**config.mk**
```make
export PLATFORM = sky130hd
export DESIGN_NAME = mpwm_gate_gen
export DESIGN_NICKNAME = d
export VERILOG_FILES = /design/src/rtl/mpwm_pkg.sv /design/src/rtl/mpwm_refgen.sv /design/src/rtl/mpwm_bands.sv /design/src/rtl/mpwm_gatedec.sv /design/src/rtl/mpwm_gate_gen.sv
export SDC_FILE = /design/constraint.sdc
export NUM_CORES = 1
export LEC_CHECK = 0
export ABC_AREA = 1
export BUFFER_PORTS_ARGS = -buffer_cell sky130_fd_sc_hd__buf_2
export CAP_MARGIN = 25
export CORE_ASPECT_RATIO = 1.1
export CORE_MARGIN = 2
export CORE_UTILIZATION = 40
export DETAILED_ROUTE_END_ITERATION = 16
export MAX_ROUTING_LAYER = met4
export PLACE_DENSITY = 0.59
export RECOVER_POWER = 25
export REMOVE_ABC_BUFFERS = 1
export SLEW_MARGIN = 30
export SYNTH_ARGS = -nofsm -noshare
export SYNTH_HDL_FRONTEND = slang
export SYNTH_SLANG_ARGS = --single-unit
```
**constraint.sdc**
```tcl
create_clock -name clk -period 24.3 [get_ports clk]
set_input_delay 4.86 -clock clk [delete_from_list [all_inputs] [get_ports clk]]
set_output_delay 4.86 -clock clk [all_outputs]
set_load 0.02 [all_outputs]
```
**src/rtl/mpwm_pkg.sv**
```systemverilog
package mpwm_pkg;

    localparam int STEPS_PER_CYCLE = 40;
    localparam int QUARTER         = STEPS_PER_CYCLE / 4;
    localparam int SINE_W          = 16;
    localparam int SINE_FRAC       = 15;
    localparam int NBANDS          = 6;

    typedef enum logic [1:0] {
        ARR_INPHASE   = 2'd0,
        ARR_OPPOSED   = 2'd1,
        ARR_ALTERNATE = 2'd2
    } arr_mode_e;

    typedef struct packed {
        logic [1:0] lvl_sw;
        logic [3:0] br_sw;
    } gate_t;

    // sin(idx * 9 deg) in Q1.15, idx 0..10
    function automatic logic [SINE_W-1:0] sine_q15(input logic [3:0] idx);
        case (idx)
            4'd0:    return 16'd0;
            4'd1:    return 16'd5126;
            4'd2:    return 16'd10126;
            4'd3:    return 16'd14876;
            4'd4:    return 16'd19260;
            4'd5:    return 16'd23170;
            4'd6:    return 16'd26509;
            4'd7:    return 16'd29196;
            4'd8:    return 16'd31163;
            4'd9:    return 16'd32364;
            4'd10:   return 16'd32767;
            default: return 16'd0;
        endcase
    endfunction

    // whether carrier at stack position pos runs in the inverted direction
    function automatic logic band_inverted(input logic [1:0] mode, input int pos);
        case (arr_mode_e'(mode))
            ARR_OPPOSED:   return (pos < NBANDS / 2);
            ARR_ALTERNATE: return (pos % 2) == 1;
            default:       return 1'b0;
        endcase
    endfunction

    function automatic logic signed [2:0] level_of(input logic [NBANDS-1:0] b);
        logic [3:0] n;
        n = '0;
        for (int i = 0; i < NBANDS; i++) n = n + 4'(b[i]);
        return 3'(n - 4'd3);
    endfunction

endpackage

```
**src/rtl/mpwm_refgen.sv**
```systemverilog
module mpwm_refgen
    import mpwm_pkg::*;
#(
    parameter int BAND_W  = 4,
    parameter int MI_W    = 9,
    parameter int MI_FRAC = 8,
    parameter int REF_W   = BAND_W + (MI_W - MI_FRAC) + 3
) (
    input  logic                    clk,
    input  logic                    rst,
    input  logic                    en,
    input  logic [1:0]              mode_in,
    input  logic [MI_W-1:0]         mi_in,
    output logic [BAND_W:0]         tick,
    output logic [1:0]              mode_q,
    output logic signed [REF_W-1:0] ref_val,
    output logic                    neg_half
);
    localparam int BAND      = 2 ** BAND_W;
    localparam int STEP_W    = $clog2(STEPS_PER_CYCLE);
    localparam int PROD_W    = SINE_W + MI_W + BAND_W + 2;
    localparam int SHIFT     = SINE_FRAC + MI_FRAC;
    localparam int STEP_LAST = STEPS_PER_CYCLE - 1;

    logic [BAND_W:0]   tick_q;
    logic [STEP_W-1:0] step_q;
    logic [1:0]        mode_r;
    logic [MI_W-1:0]   mi_r;
    logic              period_end;
    logic              wrap;

    assign period_end = &tick_q;
    assign wrap       = period_end && (step_q == STEP_W'(STEP_LAST));

    always_ff @(posedge clk) begin
        if (rst) begin
            tick_q <= '0;
            step_q <= '0;
            mode_r <= ARR_INPHASE;
            mi_r   <= '0;
        end else if (!en) begin
            tick_q <= '0;
            step_q <= '0;
            mode_r <= mode_in;
            mi_r   <= mi_in;
        end else begin
            tick_q <= tick_q + 1'b1;
            if (period_end)
                step_q <= wrap ? '0 : step_q + 1'b1;
            if (wrap) begin
                mode_r <= mode_in;
                mi_r   <= mi_in;
            end
        end
    end

    logic [STEP_W-1:0] in_half;
    logic [3:0]        idx;
    logic [REF_W-2:0]  mag;

    always_comb begin
        neg_half = step_q >= STEP_W'(2 * QUARTER);
        in_half  = neg_half ? step_q - STEP_W'(2 * QUARTER) : step_q;
        idx      = (in_half <= STEP_W'(QUARTER)) ? 4'(in_half)
                                                  : 4'(STEP_W'(2 * QUARTER) - in_half);
        mag      = (REF_W-1)'((PROD_W'(sine_q15(idx)) * PROD_W'(mi_r)
                               * PROD_W'(3 * BAND)) >> SHIFT);
        ref_val  = neg_half ? -$signed({1'b0, mag}) : $signed({1'b0, mag});
    end

    assign tick   = tick_q;
    assign mode_q = mode_r;

    // captured settings only move at a period boundary or while disabled
    a_r8_settings_hold: assert property (@(posedge clk) disable iff (rst)
        (en && !wrap) |=> ($stable(mode_r) && $stable(mi_r)));

    // reference step stays inside one reference period
    a_r2_step_range: assert property (@(posedge clk) disable iff (rst)
        step_q < STEP_W'(STEPS_PER_CYCLE));

endmodule

```
**src/rtl/mpwm_bands.sv**
```systemverilog
module mpwm_bands
    import mpwm_pkg::*;
#(
    parameter int BAND_W = 4,
    parameter int REF_W  = BAND_W + 4
) (
    input  logic [BAND_W:0]         tick,
    input  logic [1:0]              mode,
    input  logic signed [REF_W-1:0] ref_val,
    output logic [NBANDS-1:0]       band
);
    localparam int BAND = 2 ** BAND_W;

    logic [BAND_W-1:0] ramp;
    assign ramp = tick[BAND_W] ? ~tick[BAND_W-1:0] : tick[BAND_W-1:0];

    for (genvar g = 0; g < NBANDS; g++) begin : g_band
        localparam int OFF = (g - NBANDS / 2) * BAND;
        logic [BAND_W-1:0]       r;
        logic signed [REF_W-1:0] car;
        assign r       = band_inverted(mode, g) ? ~ramp : ramp;
        assign car     = REF_W'(OFF) + REF_W'(r);
        assign band[g] = ref_val > car;
    end

endmodule

```
**src/rtl/mpwm_gatedec.sv**
```systemverilog
module mpwm_gatedec
    import mpwm_pkg::*;
(
    input  logic              clk,
    input  logic              rst,
    input  logic              en,
    input  logic [NBANDS-1:0] band_in,
    input  logic              neg_half,
    output logic [NBANDS-1:0] band_q,
    output logic signed [2:0] level_q,
    output gate_t             gate_q
);
    logic signed [2:0] lvl;
    logic [1:0]        amag;
    gate_t             gate_d;

    always_comb begin
        lvl            = level_of(band_in);
        amag           = 2'(lvl < 0 ? -lvl : lvl);
        gate_d.lvl_sw  = {amag[1], amag[0]};
        gate_d.br_sw   = neg_half ? 4'b0110 : 4'b1001;
    end

    always_ff @(posedge clk) begin
        if (rst || !en) begin
            band_q  <= '0;
            level_q <= '0;
            gate_q  <= '0;
        end else begin
            band_q  <= band_in;
            level_q <= lvl;
            gate_q  <= gate_d;
        end
    end

    // the band comparisons always form a thermometer from the bottom up
    a_r4_thermometer: assert property (@(posedge clk) disable iff (rst)
        en |-> ((band_in & (band_in + 1'b1)) == '0));

    // the two bridge pairs are never on together
    a_r6_bridge_exclusive: assert property (@(posedge clk) disable iff (rst)
        !((gate_q.br_sw[0] | gate_q.br_sw[3]) & (gate_q.br_sw[1] | gate_q.br_sw[2])));

    // bridge polarity agrees with the sign of the level
    a_r6_polarity_pos: assert property (@(posedge clk) disable iff (rst)
        (level_q > 0) |-> (gate_q.br_sw == 4'b1001));
    a_r6_polarity_neg: assert property (@(posedge clk) disable iff (rst)
        (level_q < 0) |-> (gate_q.br_sw == 4'b0110));

    // a zero level uses neither source
    a_r5_zero_level: assert property (@(posedge clk) disable iff (rst)
        (level_q == 0) |-> (gate_q.lvl_sw == 2'b00));

    // disable and reset clear every gate on the next edge
    a_r1_disable_off: assert property (@(posedge clk) disable iff (rst)
        !en |=> (gate_q == '0));
    a_r1_reset_off: assert property (@(posedge clk)
        rst |=> (gate_q == '0 && level_q == 0));

endmodule

```
**src/rtl/mpwm_gate_gen.sv**
```systemverilog
module mpwm_gate_gen
    import mpwm_pkg::*;
#(
    parameter int BAND_W  = 4,
    parameter int MI_W    = 9,
    parameter int MI_FRAC = 8
) (
    input  logic              clk,
    input  logic              rst,
    input  logic              en,
    input  logic [1:0]        arr_sel,
    input  logic [MI_W-1:0]   mod_index,
    output logic [5:0]        band_out,
    output logic [1:0]        gate_lvl,
    output logic [3:0]        gate_br,
    output logic signed [2:0] level
);
    localparam int REF_W = BAND_W + (MI_W - MI_FRAC) + 3;

    logic [BAND_W:0]         tick;
    logic [1:0]              mode_q;
    logic signed [REF_W-1:0] ref_val;
    logic                    neg_half;
    logic [NBANDS-1:0]       band;
    gate_t                   gate_q;

    mpwm_refgen #(
        .BAND_W (BAND_W),
        .MI_W   (MI_W),
        .MI_FRAC(MI_FRAC),
        .REF_W  (REF_W)
    ) u_ref (
        .clk     (clk),
        .rst     (rst),
        .en      (en),
        .mode_in (arr_sel),
        .mi_in   (mod_index),
        .tick    (tick),
        .mode_q  (mode_q),
        .ref_val (ref_val),
        .neg_half(neg_half)
    );

    mpwm_bands #(
        .BAND_W(BAND_W),
        .REF_W (REF_W)
    ) u_bands (
        .tick   (tick),
        .mode   (mode_q),
        .ref_val(ref_val),
        .band   (band)
    );

    mpwm_gatedec u_dec (
        .clk     (clk),
        .rst     (rst),
        .en      (en),
        .band_in (band),
        .neg_half(neg_half),
        .band_q  (band_out),
        .level_q (level),
        .gate_q  (gate_q)
    );

    assign gate_lvl = gate_q.lvl_sw;
    assign gate_br  = gate_q.br_sw;

endmodule

```
; Yosys cells after proc, flatten, opt, wreduce, memory -nomap -nowiden
; Memories as Yosys holds them, arrays and structs flattened.
; Index checks and enable logic that the tools add are counted.
[totals]
reg_bits = 37
latch_bits = 0
mem_bits_rw = 0
rom_bits = 240
inputBits = 14
word_cells = 67
memories = 1
[mem_list]
columns = name, words, width, read_ports, rd_clocked_by_memory_dff, write_ports, line
row1 = (name not given), 16, 15, 1, 0, 0, mpwm_pkg.sv:22  ; case (idx)
[classes]
addsub = 17
mul = 2
div = 0
order_cmp = 9
n_eq_ne = 4
n_shift = 0
n_mux = 17
bitwise_logic = 3
n_reduce_logical = 6
[op_table]
columns = operator, n
row1 = $gt A8 B8 Y1, 5
row2 = $mul A25 B2 Y26 const B, 1
row3 = $mul A16 B9 Y25, 1
row4 = $mux W4, 6
row5 = $mux W9, 2
row6 = $add A3 B1 Y3, 4
row7 = $mux W6, 2
row8 = $add A7 B5 Y8 const A, 1
row9 = $gt A8 B5 Y1, 1
row10 = $mux W8, 1
row11 = $neg A7 Y8, 1
row12 = $not A4 Y4, 2
row13 = $add A6 B4 Y7 const A, 1
row14 = $add A6 B5 Y7 const A, 1
row15 = $add A5 B4 Y6 const A, 1
row16 = $add A5 B5 Y6 const A, 1
row17 = $add A6 B1 Y6 const B, 1
row18 = $eq A6 B6 Y1 const B, 1
row19 = $ge A6 B5 Y1 const B, 1
row20 = $le A6 B4 Y1 const B, 1
row21 = $mux W2, 3
row22 = $sub A6 B5 Y6 const B, 1
row23 = $add A5 B1 Y5 const B, 1
row24 = $reduce_and A5 Y1, 1
row25 = other kinds (14), 17

; Logic depth before layout (Yosys ltp)
; An unclocked memory read counts as a cell.
[logic_depth]
ltp_word = 18
depth_mapped = 67
depth_no_buf = 66

; Hierarchy
; A second synthesis with hierarchy kept.
[hier_totals]
cells_unflattened = 1112
hier_area_um2 = 7843.8
[by_module_without_submodules]
columns = module, instances, cells_per_inst, area_per_inst_um2, seq_area_each_um2
row1 = mpwm_refgen, 1, 957, 6687.7, 440.4
row2 = mpwm_bands, 1, 104, 658.1, 0.0
row3 = mpwm_gatedec, 1, 51, 498.0, 240.2

; Worst setup path before layout
; Ideal clock, no wire load.
[synth_path]
kind = register to register
startpoint = reg u_ref.step_q[2]
endpoint = reg u_dec.gate_q[5] (netlist name)
setup_time_ns = 0.127
t_arrival_ns = 10.639
required_ns = 24.173
setup_slack_ns = 13.535
stages_incl_launch_ff = 59
synth_period_minus_slack_ns = 10.765
cell_sequence = dfxtp_1 -> inv_1 -> ha_1 -> inv_1 -> a21oi_4 -> inv_2 -> nand2_1 -> nand3_1 -> nand2_2 -> nand2_2 -> o21a_1 -> ha_1 -> nand2_1 -> inv_1 -> o31ai_1 -> inv_1 -> nand2_1 -> fa_1 -> [23 not listed] -> xnor2_1 -> ha_1 -> nand2_1 -> o21ai_0 -> o22ai_1 -> nor2_1 -> o21ai_0 -> nand2_1 -> ha_1 -> inv_1 -> ha_1 -> fa_1 -> inv_1 -> ha_1 -> fa_1 -> xor2_1 -> o21ai_0 -> nor3b_1
[synth_via]
elab_chain_len = 18
[synth_rtl]
columns = item, line
row1 = from (decl), mpwm_refgen.sv:26  ; logic [STEP_W-1:0] step_q;
row2 = from (signal assigned), mpwm_refgen.sv:49  ; step_q <= wrap ? '0 : step_q + 1'b1;
row3 = $sub A6 B5 Y6 or $ge A6 B5 Y1 (tied branches), "mpwm_refgen.sv:63, mpwm_refgen.sv:62"
row4 = $mux W6, mpwm_refgen.sv:63  ; in_half = neg_half ? step_q - STEP_W'(2 * QUARTER) : step_q;
row5 = $le A6 B4 Y1 or $sub A3 B4 Y4 (tied branches), "mpwm_refgen.sv:64, mpwm_refgen.sv:65"
row6 = $mux W4, mpwm_refgen.sv:64  ; idx = (in_half <= STEP_W'(QUARTER)) ? 4'(in_half)
row7 = $mem_v2 Z16 W15, --
row8 = $mul A16 B9 Y25, mpwm_refgen.sv:66  ; mag = (REF_W-1)'((PROD_W'(sine_q15(idx)) * PROD_W'(mi_r)
row9 = $mul A25 B2 Y26, mpwm_refgen.sv:67  ; * PROD_W'(3 * BAND)) >> SHIFT);
row10 = $neg A7 Y8, mpwm_refgen.sv:68  ; ref_val = neg_half ? -$signed({1'b0, mag}) : $signed({1'b0, mag});
row11 = $mux W8 *, mpwm_refgen.sv:68
row12 = $gt A8 B8 Y1 *, mpwm_bands.sv:23  ; assign band[g] = ref_val > car;
row13 = net band[0], mpwm_gate_gen.sv:24  ; logic [NBANDS-1:0] band;
row14 = $add A1 B1 Y2 *, mpwm_pkg.sv:50  ; for (int i = 0; i < NBANDS; i++) n = n + 4'(b[i]);
row15 = $add A3 B1 Y3 * (4 in series), mpwm_pkg.sv:50
row16 = $sub A3 B2 Y3 *, mpwm_pkg.sv:51  ; return 3'(n - 4'd3);
row17 = $lt A3 B1 Y1 or $neg A2 Y2 (tied branches), mpwm_gatedec.sv:19  ; amag = 2'(lvl < 0 ? -lvl : lvl);
row18 = $mux W2 *, mpwm_gatedec.sv:19
; The timed path passes the listed nets; every way through them passes the cells marked *.
; A chain may end at the register's enable or synchronous reset.

; Worst setup path in the final report
[layout_path]
startpoint = reg u_ref.step_q[2]
endpoint = reg u_dec.gate_q[5] (netlist name)
[layout_via]
elab_chain_len = 18
[layout_rtl]
columns = item, line
row1 = $sub A6 B5 Y6 or $ge A6 B5 Y1 (tied branches), "mpwm_refgen.sv:63, mpwm_refgen.sv:62"
row2 = $mux W6, mpwm_refgen.sv:63
row3 = $le A6 B4 Y1 or $sub A3 B4 Y4 (tied branches), "mpwm_refgen.sv:64, mpwm_refgen.sv:65"
row4 = $mux W4, mpwm_refgen.sv:64
row5 = $mem_v2 Z16 W15, --
row6 = $mul A16 B9 Y25, mpwm_refgen.sv:66
row7 = $mul A25 B2 Y26, mpwm_refgen.sv:67
row8 = $neg A7 Y8, mpwm_refgen.sv:68
row9 = $mux W8 *, mpwm_refgen.sv:68
row10 = $gt A8 B8 Y1 *, mpwm_bands.sv:23
row11 = net band[0], mpwm_gate_gen.sv:24
row12 = $add A1 B1 Y2 *, mpwm_pkg.sv:50
row13 = $add A3 B1 Y3 * (4 in series), mpwm_pkg.sv:50
row14 = $sub A3 B2 Y3 *, mpwm_pkg.sv:51
row15 = $lt A3 B1 Y1 or $neg A2 Y2 (tied branches), mpwm_gatedec.sv:19
row16 = $mux W2 *, mpwm_gatedec.sv:19
; Marks and branches as above.

==> results.md <==
• **Yosys reg bits** 34
• **Mapped Area** 8120 um2
• **number of vias per cell** 5.03
• **Antenna diodes** 0
• **RSZ-0062 raised after global routing** no
• **detailed placement HPWL** 17.0 mm
• **library cell with the largest summed area after synthesis** fa_1
• **relative area change from synthesis to final layout** 6.66%
• **clk_lat worst skew** 0.29 ns
• **result of the run** finished, final reports clean
• **required time at the worst-slack endpoint** 24.44 ns
• **Routed wire per std cell** 14.1 um
• **Pre-Repair DR Iteration Count** 5
• **final antenna-violating net count** 0
• **# IOs** 29
• **top cell family by delay on the critical path** adder cells
• **placed cell areas** 8470 um2
• **Longest Clk Path Bufs** 2
• **final number of max-transition violations** 0
• **sum of routed wire length over all layers** 20.0 mm
• **hold crit path type** flip-flop to flip-flop
• **iteration-0 DRC count of the detailed router** 412
• **biggest fanout along the worst timing path** 12
• **buffer type at the clock tree root** clkbuf_16
• **clock tree sinks** 34
• **number of input and output port buffers inserted** 28
• **slowest CP cell** fa_1
• **FP Rows** 54
• **last weighted congestion value of the routability-driven placer** 0.946
• **fraction of layout cells with a size suffix above 1** 6.93%
• **maximum number of pins on one net before global-route repair** 24
• **maximum frequency from static timing analysis** 79.2 MHz
• **Yosys top cell area share** 23.2%
• **fin nets** 1378
• **Largest stage delay, worst path** 0.56 ns
• **clock period minus worst slack** 12.63 ns
• **global-route congestion overflow total** 0
• **static power due to leakage** 4.79 nW
• **critical path type** flip-flop to flip-flop
• **global-route wire length before repair** 34.1 mm
• **total track usage** 19.9%
• **die span in x** 140 um
• **Initial Utilization** 40.9%
• **CTS H-Tree Depth** 2
• **final hold slack** 0.473 ns
• **quantity of gates resized following cts** 0
• **number of synthesis warnings** 0
• **cell repeated most along the worst path** ha_1
• **number of hold buffers added after CTS** 0
• **worst clock skew** 0.00897 ns
• **worst reg-to-reg setup slack** 11.67 ns
• **total setup violations reported at the end of the flow** 0
• **design area** 8660 um2
• **count of maximum capacitance violations** 0
• **Final period util** 52.0%
• **total negative slack for setup checks** 0 ns
• **number of instances in the synthesized netlist** 1151
• **TritonCTS clock tree** built
• **distinct cell type count after synthesis** 45
• **Die Footprint** 21500 um2
• **startpoint kind of the worst setup timing path** flip-flop
• **number of buffers inserted by post-CTS setup repair** 0
• **most used flip-flop cell after synthesis** dfxtp_1
• **power after layout** 173 uW
• **area of the core region** 19900 um2
• **transition time at the pin with the least slew margin** 0.764 ns
• **number of flops mapped to enable cells by yosys** 0
• **Hold Vio Cnt, Final** 0
• **Crit. End Element** flip-flop
• **worst-case headroom to the max-slew limit** 48.6%
• **average footprint of a synthesized cell** 7.05 um2
• **CTS buffer count** 5
• **worst-case vdd ir drop** 0.0516 mV
• **Post-synth ARST share** 0%
• **DRC Markers** 0
• **total via count in the routed design** 7138
• **via count of the first global-routing pass** 7251
• **leading post-synthesis cells by cell area** fa_1 (23%), ha_1 (16%), inv_1 (10%)
• **power density over the cells** 19.9 nW/um2
• **share of synthesized area occupied by flip-flops and latches** 8.38%
• **sum of buffers and inverters on the critical path** 8
• **CTS clock-pin slew for the worst setup and hold paths** 0.06 ns
• **critical path arrival** 12.77 ns
• **vertical die dimension** 153 um
• **antenna violations before repair** 0
• **fillcell total** 2127
## state kept, by name (all words and copies together) (netlist names)
signal,cells
u_dec.gate_q,4
u_ref.step_q,6
u_dec.band_q,6
u_ref.mode_q,2
u_dec.level_q,2
u_ref.mi_r,9
u_ref.tick,5
## synth_stat cells (all sizes together), types with 10 or more instances
cell type and count:
inv 233, nand2 256, xnor2 10, a21oi 68, dfxtp 34, nand4 14
xor2 27, ha 103, nor2 155, o21ai 44, fa 94, nand3 49
clkbuf 13
## cell families (layout without fill, tap and decap cells)
logic type	Yosys count	in the layout	share of synthesized area, %
AND/OR/NAND/NOR	495	495	27.3
buffers and inverters	252	269	12.0
adder cells (fa/ha/maj)	197	197	39.1
AO/OA/AOI/OAI	136	136	9.31
XOR/XNOR	37	37	3.99
flip-flops	34	34	8.38
## cell usage in the layout, fill, tap and decap left out, types with 2 or more instances in the layout
cell / count
inv_1: 227
nand2_1: 224
nor2_1: 147
ha_1: 103
fa_1: 94
a21oi_1: 67
nand3_1: 44
o21ai_0: 34
dfxtp_1: 34
xor2_1: 27
nand2_2: 25
buf_2: 16
nand4_1: 13
clkbuf_1: 12
xnor2_1: 10
nor3_1: 9
o21ai_1: 8
nor2_2: 6
inv_2: 6
nand2_4: 6
o21bai_1: 6
a21o_1: 5
clkbuf_16: 5
nand3b_1: 4
a31oi_1: 4
nand3_2: 3
nor3b_1: 3
o21ai_2: 2
nor4_1: 2
and3_1: 2
nand3_4: 2
a211oi_1: 2
nor2_4: 2
bufinv_16: 2
## cell type report
type                            count  area, um2  share of cell area (%)
Multi-Input combinational cell    865       6470                    74.7
Inverter                          233        875                    10.1
Sequential cell                    34        681                    7.86
Tap cell                          252        315                    3.64
Clock buffer                        5        125                    1.45
Timing Repair Buffer               28        125                    1.45
Clock inverter                      3       68.8                   0.795
## through the flow
step | util, % | worst slack [ns] | std cells
4_1_cts | 43.6 | 11.71 | 1420
3_5_place_dp | 42.7 | 11.74 | 1412
5_1_grt | 43.6 | 10.62 | 1420
3_3_place_gp | 42.7 | 12.09 | 1412
2_1_floorplan | - | 13.42 | 1132
6_report | 43.6 | 11.67 | 1420
## path summary, 6_finish.rpt
path                   start               to  depth (start not counted)
max          u_ref.step_q[2]  u_dec.gate_q[5]                         57
min            u_ref.tick[0]    u_ref.tick[0]                          1
max reg2reg  u_ref.step_q[2]  u_dec.gate_q[5]                         57
min reg2reg    u_ref.tick[0]    u_ref.tick[0]                          1
## worst register-to-register path: cells and delay by family, from the launching register on
kind,cells,cell delay [ns]
AOI/OAI and AO/OA,14,2.97
buffers and inverters,8,0.76
adders and majority gates,15,5.28
xor gates and xnor gates,3,0.82
DFF,1,0.45
and+or+nand+nor,17,2.22
## report_power, final
| part | switching [mW] | leakage [nW] | internal, mW |
|---|---|---|---|
| logic | 0.0166 | 4.41 | 0.00853 |
| registers | 0.00372 | 0.279 | 0.0583 |
| clock network | 0.0264 | 0.0940 | 0.0590 |
## routing by layer
metal	global-route usage [%]	up-vias	part of all wire, %
li1	-	3599	-
met1	25.2	3369	46
met2	34.2	155	48
met3	2.13	15	4.1
met4	4.67	0	1.4
met5	-	-	0
Power figures use the tool's default switching activity.
